[src/rtl/irq_psw_pkg.sv]
package irq_psw_pkg;

   localparam int PSW_W   = 8;
   localparam int LEVEL_W = 2;

   localparam logic [PSW_W-1:0] PSW_RESET = 8'h06;

   // Field order fixes the bit positions of the word.
   typedef struct packed {
      logic       ie;
      logic       z;
      logic       bank_hi;
      logic       ac;
      logic       bank_lo;
      logic [1:0] isp;
      logic       cy;
   } psw_t;

   // New in-service threshold after accepting a request of a given level.
   function automatic logic [1:0] isp_after_accept(input logic [LEVEL_W-1:0] lvl);
      logic [1:0] r;
      case (lvl)
         2'd3:    r = 2'b10;
         2'd2:    r = 2'b01;
         default: r = 2'b00;
      endcase
      return r;
   endfunction

endpackage

[src/rtl/irq_prio_arb.sv]
module irq_prio_arb
   import irq_psw_pkg::*;
#(
   parameter int NUM_REQ = 8,
   parameter int LVL_W   = LEVEL_W,
   localparam int IDX_W  = (NUM_REQ > 1) ? $clog2(NUM_REQ) : 1
) (
   input  logic [NUM_REQ-1:0]       req_i,
   input  logic [NUM_REQ*LVL_W-1:0] lvl_flat_i,
   input  logic                     ie_i,
   input  logic [1:0]               isp_i,
   output logic                     grant_o,
   output logic [IDX_W-1:0]         grant_idx_o,
   output logic [LVL_W-1:0]         grant_lvl_o
);

   if (NUM_REQ < 1) begin : g_bad_num
      $error("irq_prio_arb: NUM_REQ must be at least 1");
   end
   if (LVL_W != 2) begin : g_bad_lvl
      $error("irq_prio_arb: LVL_W must equal the 2-bit in-service field");
   end

   logic [LVL_W-1:0]   lvl_arr [NUM_REQ];
   logic [NUM_REQ-1:0] elig;

   for (genvar g = 0; g < NUM_REQ; g++) begin : g_req
      assign lvl_arr[g] = lvl_flat_i[g*LVL_W +: LVL_W];
      // A request is eligible when its level does not exceed the threshold.
      assign elig[g]    = req_i[g] & ie_i & (lvl_arr[g] <= isp_i);
   end

   // Scan from index 0 upward; strict compare keeps the lowest index on ties.
   always_comb begin
      grant_o     = 1'b0;
      grant_idx_o = '0;
      grant_lvl_o = '0;
      for (int i = 0; i < NUM_REQ; i++) begin
         if (elig[i] && (!grant_o || (lvl_arr[i] < grant_lvl_o))) begin
            grant_o     = 1'b1;
            grant_idx_o = IDX_W'(i);
            grant_lvl_o = lvl_arr[i];
         end
      end
   end

endmodule

[src/rtl/irq_psw_reg.sv]
module irq_psw_reg
   import irq_psw_pkg::*;
(
   input  logic             clk,
   input  logic             rst_n,
   input  logic             ack_i,
   input  logic [1:0]       ack_lvl_i,
   input  logic             brk_i,
   input  logic             restore_i,
   input  logic [PSW_W-1:0] restore_data_i,
   input  logic             ei_i,
   input  logic             di_i,
   input  logic             wr_byte_i,
   input  logic [PSW_W-1:0] wr_data_i,
   input  logic             bit_wr_i,
   input  logic [2:0]       bit_sel_i,
   input  logic             bit_val_i,
   input  logic             flag_wr_i,
   input  logic             flag_z_i,
   input  logic             flag_ac_i,
   input  logic             flag_cy_i,
   output psw_t             psw_o
);

   psw_t             psw_q;
   psw_t             psw_d;
   logic [PSW_W-1:0] bit_vec;

   always_comb begin
      bit_vec            = psw_q;
      bit_vec[bit_sel_i] = bit_val_i;
   end

   // One priority chain: restore, accept, break, disable, enable, byte, bit, flags.
   always_comb begin
      psw_d = psw_q;
      if (restore_i) begin
         psw_d = psw_t'(restore_data_i);
      end else if (ack_i) begin
         psw_d.ie  = 1'b0;
         psw_d.isp = isp_after_accept(ack_lvl_i);
      end else if (brk_i) begin
         psw_d.ie = 1'b0;
      end else if (di_i) begin
         psw_d.ie = 1'b0;
      end else if (ei_i) begin
         psw_d.ie = 1'b1;
      end else if (wr_byte_i) begin
         psw_d = psw_t'(wr_data_i);
      end else if (bit_wr_i) begin
         psw_d = psw_t'(bit_vec);
      end else if (flag_wr_i) begin
         psw_d.z  = flag_z_i;
         psw_d.ac = flag_ac_i;
         psw_d.cy = flag_cy_i;
      end
   end

   always_ff @(posedge clk or negedge rst_n) begin
      if (!rst_n) psw_q <= psw_t'(PSW_RESET);
      else        psw_q <= psw_d;
   end

   assign psw_o = psw_q;

   AST_RESTORE_LOAD: assert property (@(posedge clk) disable iff (!rst_n)
      restore_i |=> (psw_q == psw_t'($past(restore_data_i))));

   AST_ACK_CLEARS_IE: assert property (@(posedge clk) disable iff (!rst_n)
      (ack_i && !restore_i) |=> !psw_q.ie);

   AST_ACK_ISP_LOAD: assert property (@(posedge clk) disable iff (!rst_n)
      (ack_i && !restore_i) |=> (psw_q.isp == isp_after_accept($past(ack_lvl_i))));

   AST_BRK_CLEARS_IE: assert property (@(posedge clk) disable iff (!rst_n)
      (brk_i && !restore_i) |=> !psw_q.ie);

   AST_EVENT_KEEPS_FLAGS: assert property (@(posedge clk) disable iff (!rst_n)
      ((ack_i || brk_i) && !restore_i) |=>
         $stable({psw_q.z, psw_q.bank_hi, psw_q.ac, psw_q.bank_lo, psw_q.cy}));

   AST_EI_SETS: assert property (@(posedge clk) disable iff (!rst_n)
      (ei_i && !di_i && !restore_i && !ack_i && !brk_i) |=> psw_q.ie);

endmodule

[src/rtl/irq_psw_unit.sv]
module irq_psw_unit
   import irq_psw_pkg::*;
#(
   parameter int NUM_REQ = 8,
   localparam int IDX_W  = (NUM_REQ > 1) ? $clog2(NUM_REQ) : 1
) (
   input  logic                       clk,
   input  logic                       rst_n,
   input  logic [NUM_REQ-1:0]         req_i,
   input  logic [NUM_REQ*LEVEL_W-1:0] req_lvl_i,
   input  logic                       ei_i,
   input  logic                       di_i,
   input  logic                       brk_i,
   input  logic                       push_i,
   input  logic                       restore_i,
   input  logic [PSW_W-1:0]           restore_data_i,
   input  logic                       wr_byte_i,
   input  logic [PSW_W-1:0]           wr_data_i,
   input  logic                       bit_wr_i,
   input  logic [2:0]                 bit_sel_i,
   input  logic                       bit_val_i,
   input  logic                       flag_wr_i,
   input  logic                       flag_z_i,
   input  logic                       flag_ac_i,
   input  logic                       flag_cy_i,
   output logic                       ack_o,
   output logic [IDX_W-1:0]           ack_idx_o,
   output logic                       save_valid_o,
   output logic [PSW_W-1:0]           save_data_o,
   output logic [PSW_W-1:0]           psw_o
);

   psw_t               psw;
   logic               grant;
   logic [IDX_W-1:0]   grant_idx;
   logic [LEVEL_W-1:0] grant_lvl;

   irq_prio_arb #(
      .NUM_REQ (NUM_REQ),
      .LVL_W   (LEVEL_W)
   ) u_arb (
      .req_i       (req_i),
      .lvl_flat_i  (req_lvl_i),
      .ie_i        (psw.ie),
      .isp_i       (psw.isp),
      .grant_o     (grant),
      .grant_idx_o (grant_idx),
      .grant_lvl_o (grant_lvl)
   );

   // A restore in the same cycle defers acceptance to the restored word.
   assign ack_o     = grant & ~restore_i;
   assign ack_idx_o = grant_idx;

   irq_psw_reg u_reg (
      .clk            (clk),
      .rst_n          (rst_n),
      .ack_i          (ack_o),
      .ack_lvl_i      (grant_lvl),
      .brk_i          (brk_i),
      .restore_i      (restore_i),
      .restore_data_i (restore_data_i),
      .ei_i           (ei_i),
      .di_i           (di_i),
      .wr_byte_i      (wr_byte_i),
      .wr_data_i      (wr_data_i),
      .bit_wr_i       (bit_wr_i),
      .bit_sel_i      (bit_sel_i),
      .bit_val_i      (bit_val_i),
      .flag_wr_i      (flag_wr_i),
      .flag_z_i       (flag_z_i),
      .flag_ac_i      (flag_ac_i),
      .flag_cy_i      (flag_cy_i),
      .psw_o          (psw)
   );

   assign psw_o        = psw;
   assign save_valid_o = ~restore_i & (ack_o | brk_i | push_i);
   assign save_data_o  = save_valid_o ? psw_o : '0;

   AST_ACK_PERMITTED: assert property (@(posedge clk) disable iff (!rst_n)
      ack_o |-> (psw_o[7] && req_i[ack_idx_o] &&
                 (req_lvl_i[int'(ack_idx_o)*LEVEL_W +: LEVEL_W] <= psw_o[2:1])));

   AST_ACK_PULSE: assert property (@(posedge clk) disable iff (!rst_n)
      ack_o |=> !ack_o);

   AST_NO_ACK_ON_RESTORE: assert property (@(posedge clk) disable iff (!rst_n)
      restore_i |-> !ack_o);

   AST_PUSH_HOLDS: assert property (@(posedge clk) disable iff (!rst_n)
      (push_i && !restore_i && !ack_o && !brk_i && !ei_i && !di_i &&
       !wr_byte_i && !bit_wr_i && !flag_wr_i) |=> $stable(psw_o));

endmodule

[config.mk]
export PLATFORM = sky130hd
export DESIGN_NAME = irq_psw_unit
export DESIGN_NICKNAME = d
export VERILOG_FILES = /design/src/rtl/irq_psw_pkg.sv /design/src/rtl/irq_prio_arb.sv /design/src/rtl/irq_psw_reg.sv /design/src/rtl/irq_psw_unit.sv
export SDC_FILE = /design/constraint.sdc
export NUM_CORES = 1
export LEC_CHECK = 0
export ABC_AREA = 1
export BUFFER_PORTS_ARGS = -buffer_cell sky130_fd_sc_hd__clkbuf_2
export CAP_MARGIN = 20
export CORE_ASPECT_RATIO = 0.5
export CORE_UTILIZATION = 54
export CTS_BUF_LIST = sky130_fd_sc_hd__clkbuf_4 sky130_fd_sc_hd__clkbuf_8
export DETAILED_ROUTE_END_ITERATION = 10
export MAX_ROUTING_LAYER = met4
export PLACE_DENSITY = 0.95
export SLEW_MARGIN = 5
export SYNTH_ARGS = -nofsm -noshare
export SYNTH_HDL_FRONTEND = slang
export SYNTH_SLANG_ARGS = --single-unit
[constraint.sdc]
create_clock -name clk -period 18.25 [get_ports clk]
set_input_delay 2.7375 -clock clk [delete_from_list [all_inputs] [get_ports clk]]
set_output_delay 2.7375 -clock clk [all_outputs]
set_load 0.01 [all_outputs]
* Yosys cells after proc, flatten, opt, wreduce, memory -nomap -nowiden
Cells that the tools add are included.
** Word-level totals
- Bits in registers :: 8
- Input bits :: 57
- Output and inout bits :: 21
- Word-level logic and storage cells :: 132
** Cells by class
- Order comparisons :: 17
- Eq/ne operators :: 9
- Muxes and demuxes :: 49
- Bitwise logic cells :: 21
- Reduce and logical (&&, ||, !) cells :: 29
** Operators with widths (count)
- $mux 8 :: 3
- $mux 1 :: 23
- $mux 2 :: 11
- $mux 7 :: 3
- $and 1x1->1 :: 18
- $le 2x2->1 :: 8
- $mux 3 :: 5
- $lt 2x2->1 :: 7
- $reduce_and 5->1 :: 2
- $ne 3x1->1 const B :: 3
- $bwmux 8 :: 1
- $logic_and 1x1->1 :: 8
- $reduce_bool 4->1 :: 2
- $logic_not 1->1 :: 7
- $logic_or 1x1->1 :: 7
- $reduce_bool 7->1 :: 1
- $ne 2x1->1 const B :: 3
- $eq 2x2->1 const B :: 2
- $lt 3x4->1 const B :: 1
- $mux 4 :: 1
- $pmux 2 s2 :: 1
- $reduce_and 4->1 :: 1
- $demux 1 s3 :: 1
- $ge 3x1->1 const B :: 1
- 4 further kinds :: 5

* Logic depth before layout (Yosys ltp)
- Depth in word-level cells :: 36
- Depth in mapped cells :: 63
- Depth with buffers taken out :: 63

* Hierarchy
From an unflattened synthesis, not the netlist that was laid out.
** Second synthesis, totals
- Cell total of the unflattened synthesis :: 348
- Area total of the unflattened synthesis :: 2005.7 um^2
** By module, submodules not included
- irq_prio_arb :: instances 1, cells each 183, area an instance 1054.8 um^2, seq. area each 0.0 um^2
- irq_psw_reg :: instances 1, cells each 141, area an instance 850.8 um^2, seq. area each 202.7 um^2
- irq_psw_unit :: instances 1, cells each 24, area an instance 100.1 um^2, seq. area each 0.0 um^2

* Worst setup path before layout
Ideal clock, no wire load.
- Path kind :: input to output
- Start point :: input req_lvl_i[1]
- End point :: output ack_idx_o[1]
- Arrival time :: 8281 ps
- Data required time :: 15512 ps
- Setup slack :: 7231 ps
- Stages :: 51
- Path buffers :: 0
- Cell sequence :: ha_1 nand2_1 nand2_1 nand2_1 nand2_1 inv_2 nand2_1 ha_1 nand2_1 nand2_1 nand2_2 nand2_2 o21ai_0 ha_1 nand2_1 nand2_1 nand2_2 nand2_4 [15 not listed] nand2_1 nand2_2 nand2_2 o21ai_0 ha_1 nand2_1 nand2_1 nand2_2 nand2_2 nand2_1 o21a_1 inv_1 ha_1 nand2_1 nand2_1 nand2_2 nand2_4 nand3b_1
** On the way
- Cells in the longest elaborated chain, start to end :: 31
- Elaborated cells between the ends (all ways) :: 50
- Classes of those cells :: 8 x order compare; 20 x mux; 1 x bitwise; 21 x reduce/logical
** RTL lines
- start: declaration :: line irq_psw_unit.sv:10 : input logic [NUM_REQ*LEVEL_W-1:0] req_lvl_i,
- $le 2x2->1 :: line irq_prio_arb.sv:30 : assign elig[g] = req_i[g] & ie_i & (lvl_arr[g] <= isp_i);
- $and 1x1->1 :: line irq_prio_arb.sv:30
- $mux 2 / $mux 1 (equally long branches) :: line irq_prio_arb.sv:39 : if (elig[i] && (!grant_o || (lvl_arr[i] < grant_lvl_o))) begin
- $lt 2x2->1 / $logic_not 1->1 (equally long branches) :: line irq_prio_arb.sv:39
- $logic_or 1x1->1 :: line irq_prio_arb.sv:39
- $logic_and 1x1->1 :: line irq_prio_arb.sv:39
- $mux 2 / $mux 1 (equally long branches) :: line irq_prio_arb.sv:39
- $lt 2x2->1 / $logic_not 1->1 (equally long branches) :: line irq_prio_arb.sv:39
- [15 not listed]
- $lt 2x2->1 / $logic_not 1->1 (equally long branches) :: line irq_prio_arb.sv:39
- $logic_or 1x1->1 :: line irq_prio_arb.sv:39
- $logic_and 1x1->1 :: line irq_prio_arb.sv:39
- $mux 2 / $mux 1 (equally long branches) :: line irq_prio_arb.sv:39
- $lt 2x2->1 / $logic_not 1->1 (equally long branches) :: line irq_prio_arb.sv:39
- $logic_or 1x1->1 :: line irq_prio_arb.sv:39
- $logic_and 1x1->1 :: line irq_prio_arb.sv:39
- $mux 3 (*) :: line irq_prio_arb.sv:39
- end: declaration :: line irq_psw_unit.sv:27 : output logic [IDX_W-1:0] ack_idx_o,
Mark *: on every way between the ends. The rest lies on a longest branch, timed or not.

* Worst setup path in the final report
Same ends and word-level chain as after synthesis.

==> results.py <==
metrics = {
    "outcome": {
        "status": "complete, no violations",
    },
    "global_route": {
        "met1_usage_pct": 33.5,
        "grtUsageMet2_pct": 50.3,
        "grt_pass1_wl_mm": 7.95,
        "busiest_layer": "met2",
        "first_global_vias": 1996,
        "use_met3_pct": 1.36,
        "antenna_found_initial": 0,
        "grt_usage_pct": 27.7,
        "grt_max_degree": 12,
        "grt_overflow_total": 0,
    },
    "sta": {
        "fin_crit_sh_pct": 65.4,
        "grt_setup_unrepaired": "no",
        "max_slew.worst_pin.slew_ns": 1.05,
        "finalCriticalPeriod_ns": 11.93,
        "hold_viol_final": 0,
        "final_max_slew_viol_count": 0,
        "finalWorstSetupSlack_ns": 6.32,
        "max_freq_ghz": 0.0838,
        "clock_skew_ns": 0.00732,
        "final-setup-viol-count": 0,
        "slew_headroom_pct": 29.4,
        "fin_tns_setup_ns": 0,
    },
    "worst_setup_path": {
        "critPathMaxFanout": 6,
        "startpoint": "req_lvl_i[1]",
        "worst_setup_path_end_kind": "primary output",
        "reg2reg_slack_ns": 10.83,
        "crit_top_cell": "nand2_1",
        "cp.arrival_ns": 9.20,
        "r2r-end": "u_reg.psw_o[2]$_DFFE_PN1P_",
        "start_kind": "input pin",
        "slowest_stage": "ha_1",
        "r2r_cells": 57,
        "timing.rr.start": "u_reg.psw_o[2]$_DFFE_PN1P_",
        "critical_path_required_ns": 15.51,
        "crit_end": "ack_idx_o[1]",
        "crit_type": "input pin to primary output",
        "slowest_delay_ns": 0.30,
    },
    "synthesis": {
        "yosys_warnings": 0,
        "ys_seq_area_share_pct": 11.4,
        "postSynthCellCount": 307,
        "synth_common_cells": "nand2_1 (69), inv_1 (44), nor2_1 (39), ha_1 (23), nand3_1 (23)",
        "async_reset_ff_share_pct": 100,
        "synth_area_sq_um": 1790,
        "synth_simple_gate_area_share_pct": 42.2,
        "synth_compound_area_share_pct": 17.7,
        "yosysTopAreaCell": "ha_1",
        "synth_edf_count": 0,
        "synthXorXnorAreaFrac_pct": 0,
        "synth.distinct_cells": 33,
        "synth.avg_cell_area_sq_um": 5.82,
        "ys_ff_latch": 8,
        "synthAdderAreaFrac_pct": 16.1,
        "synth_top_area_share_pct": 16.1,
        "synth_top_family_by_area": "simple AND/OR/NAND/NOR gates",
        "synth.most_common_cell": "nand2_1",
        "synth_ff_type": "dfrtp_1",
        "muxShareOfSynthArea_pct": 0,
        "ys_top_cells_by_area": "ha_1 (16%), nand2_1 (15%), inv_1 (9.3%)",
        "syn_nets": 387,
    },
    "power_and_ir_drop": {
        "power_density_nw_per_um2": 119,
        "power_leakage_nw": 1.36,
        "ir_drop_mv": 0.0629,
    },
    "finish": {
        "multi_input_area_sq_um": 1360,
        "design_area_sq_um": 2240,
        "syn_to_final_growth_pct": 25.2,
        "largest_register_ffs": 8,
        "final-seq-area_sq_um": 203,
        "drive_above_1_share_pct": 29.6,
        "final_nets": 463,
        "fillers": 261,
        "antenna_cells": 0,
        "finish.utilization_pct": 72.9,
    },
    "cts": {
        "hold_buffers": 0,
        "clock-root-buffer": "clkbuf_8",
        "cts_resized": 0,
        "post-cts-setup-buffer-count": 0,
        "clockBufferDepth": 2,
        "cts_tree": "yes",
        "clock_latency_ns": 0.23,
        "clkTransAtPathRegs_ns": 0.05,
        "cts_buffers": 3,
        "htreeDepth": 1,
        "cts.sinks": 8,
    },
    "placement": {
        "port_buffers": 77,
        "post-place-ws_ns": 6.37,
        "placedInstanceArea_sq_um": 2190,
        "hpwl_mm": 3.90,
        "gp_congestion": 0.942,
    },
    "floorplanning": {
        "pin_count": 78,
        "start_util_pct": 58.2,
        "row_count": 14,
        "die_h_um": 42.7,
        "fp.coreArea_sq_um": 3070,
        "dieArea_sq_um": 3550,
        "die_w_um": 83.3,
    },
    "detailed_routing": {
        "firstDrtPassIters": 5,
        "vias": 2213,
        "via_per_inst": 5.24,
        "dr.first_iter.drc_count": 99,
        "wirelength_mm": 4.66,
        "final_antenna_net_count": 0,
        "post-route-drc-count": 0,
        "post_drt_wl_per_cell_um": 11.0,
    },
    "min_path": {
        "min_from": "u_reg.psw_o[4]$_DFFE_PN0P_",
        "min_path_type": "register to register",
    },
    "run": {
        "maxCapViolCount": 0,
    },
}
[metrics by stage]
step	power, mW	cells	hold WS, ns
6_report	0.265	422	0.550
5_1_grt	0.297	422	0.557
4_1_cts	0.264	422	0.545
3_5_place_dp	0.239	418	0.535
3_3_place_gp	0.228	418	0.507
2_1_floorplan	0.186	307	0.534
[power by group]
part / total [mW] / internal (mW) / switching [mW]
clock network: 0.0240 / 0.0167 / 0.00731
registers: 0.0355 / 0.0264 / 0.00908
logic: 0.206 / 0.0808 / 0.125
total: 0.265 / 0.124 / 0.141
[critical path: cells and delay by family]
| family | cells | cell delay (ns) |
|---|---|---|
| AOI/OAI and AO/OA | 6 | 1.37 |
| and+or+nand+nor | 35 | 2.50 |
| adders and majority gates | 8 | 2.25 |
| buffers and inverters | 4 | 0.34 |
[cells in the final DEF, fill, tap and decap left out, types with 3 or more instances in the layout]
| master | n |
|---|---|
| clkbuf_2 | 77 |
| o31ai_1 | 4 |
| o21ai_1 | 3 |
| nor3_1 | 6 |
| o21ai_0 | 12 |
| nor2_1 | 39 |
| nand2_1 | 69 |
| a2bb2oi_1 | 5 |
| inv_2 | 5 |
| nand3_1 | 23 |
| a21oi_1 | 18 |
| inv_1 | 44 |
| clkbuf_8 | 3 |
| o22ai_1 | 4 |
| ha_1 | 23 |
| nand4_1 | 3 |
| dfrtp_1 | 6 |
| nand2_2 | 19 |
[how the worst min path moves through the flow]
stage,endpoint,depth (start not counted)
after global routing,u_reg.psw_o[5]$_DFFE_PN0P_,2
final,u_reg.psw_o[4]$_DFFE_PN0P_,2
after floorplan,u_reg.psw_o[3]$_DFFE_PN0P_,2
after CTS,u_reg.psw_o[3]$_DFFE_PN0P_,2
after detailed placement,u_reg.psw_o[5]$_DFFE_PN0P_,2
after global placement,u_reg.psw_o[5]$_DFFE_PN0P_,2
[area by class of cell]
class,count,area share (%)
inverters,51,8.56
repair buffers,77,17.2
well taps,40,2.24
clock buffers,4,2.18
multi-input cells,242,60.7
flip-flops and latches,8,9.07
[kinds of logic after synthesis]
group / count (synthesis)
and+or+nand+nor: 166
buffers and inverters: 57
AOI/OAI and AO/OA: 53
adders and majority gates: 23
DFF: 8
[routing by layer]
metal,vias up,routed length (um),part of all wire [%]
met2,79,2220,48
li1,1154,-,-
met4,0,55,1.2
met1,974,2140,46
met5,-,0,0
met3,6,240,5.2
Power figures use the tool's default switching activity.
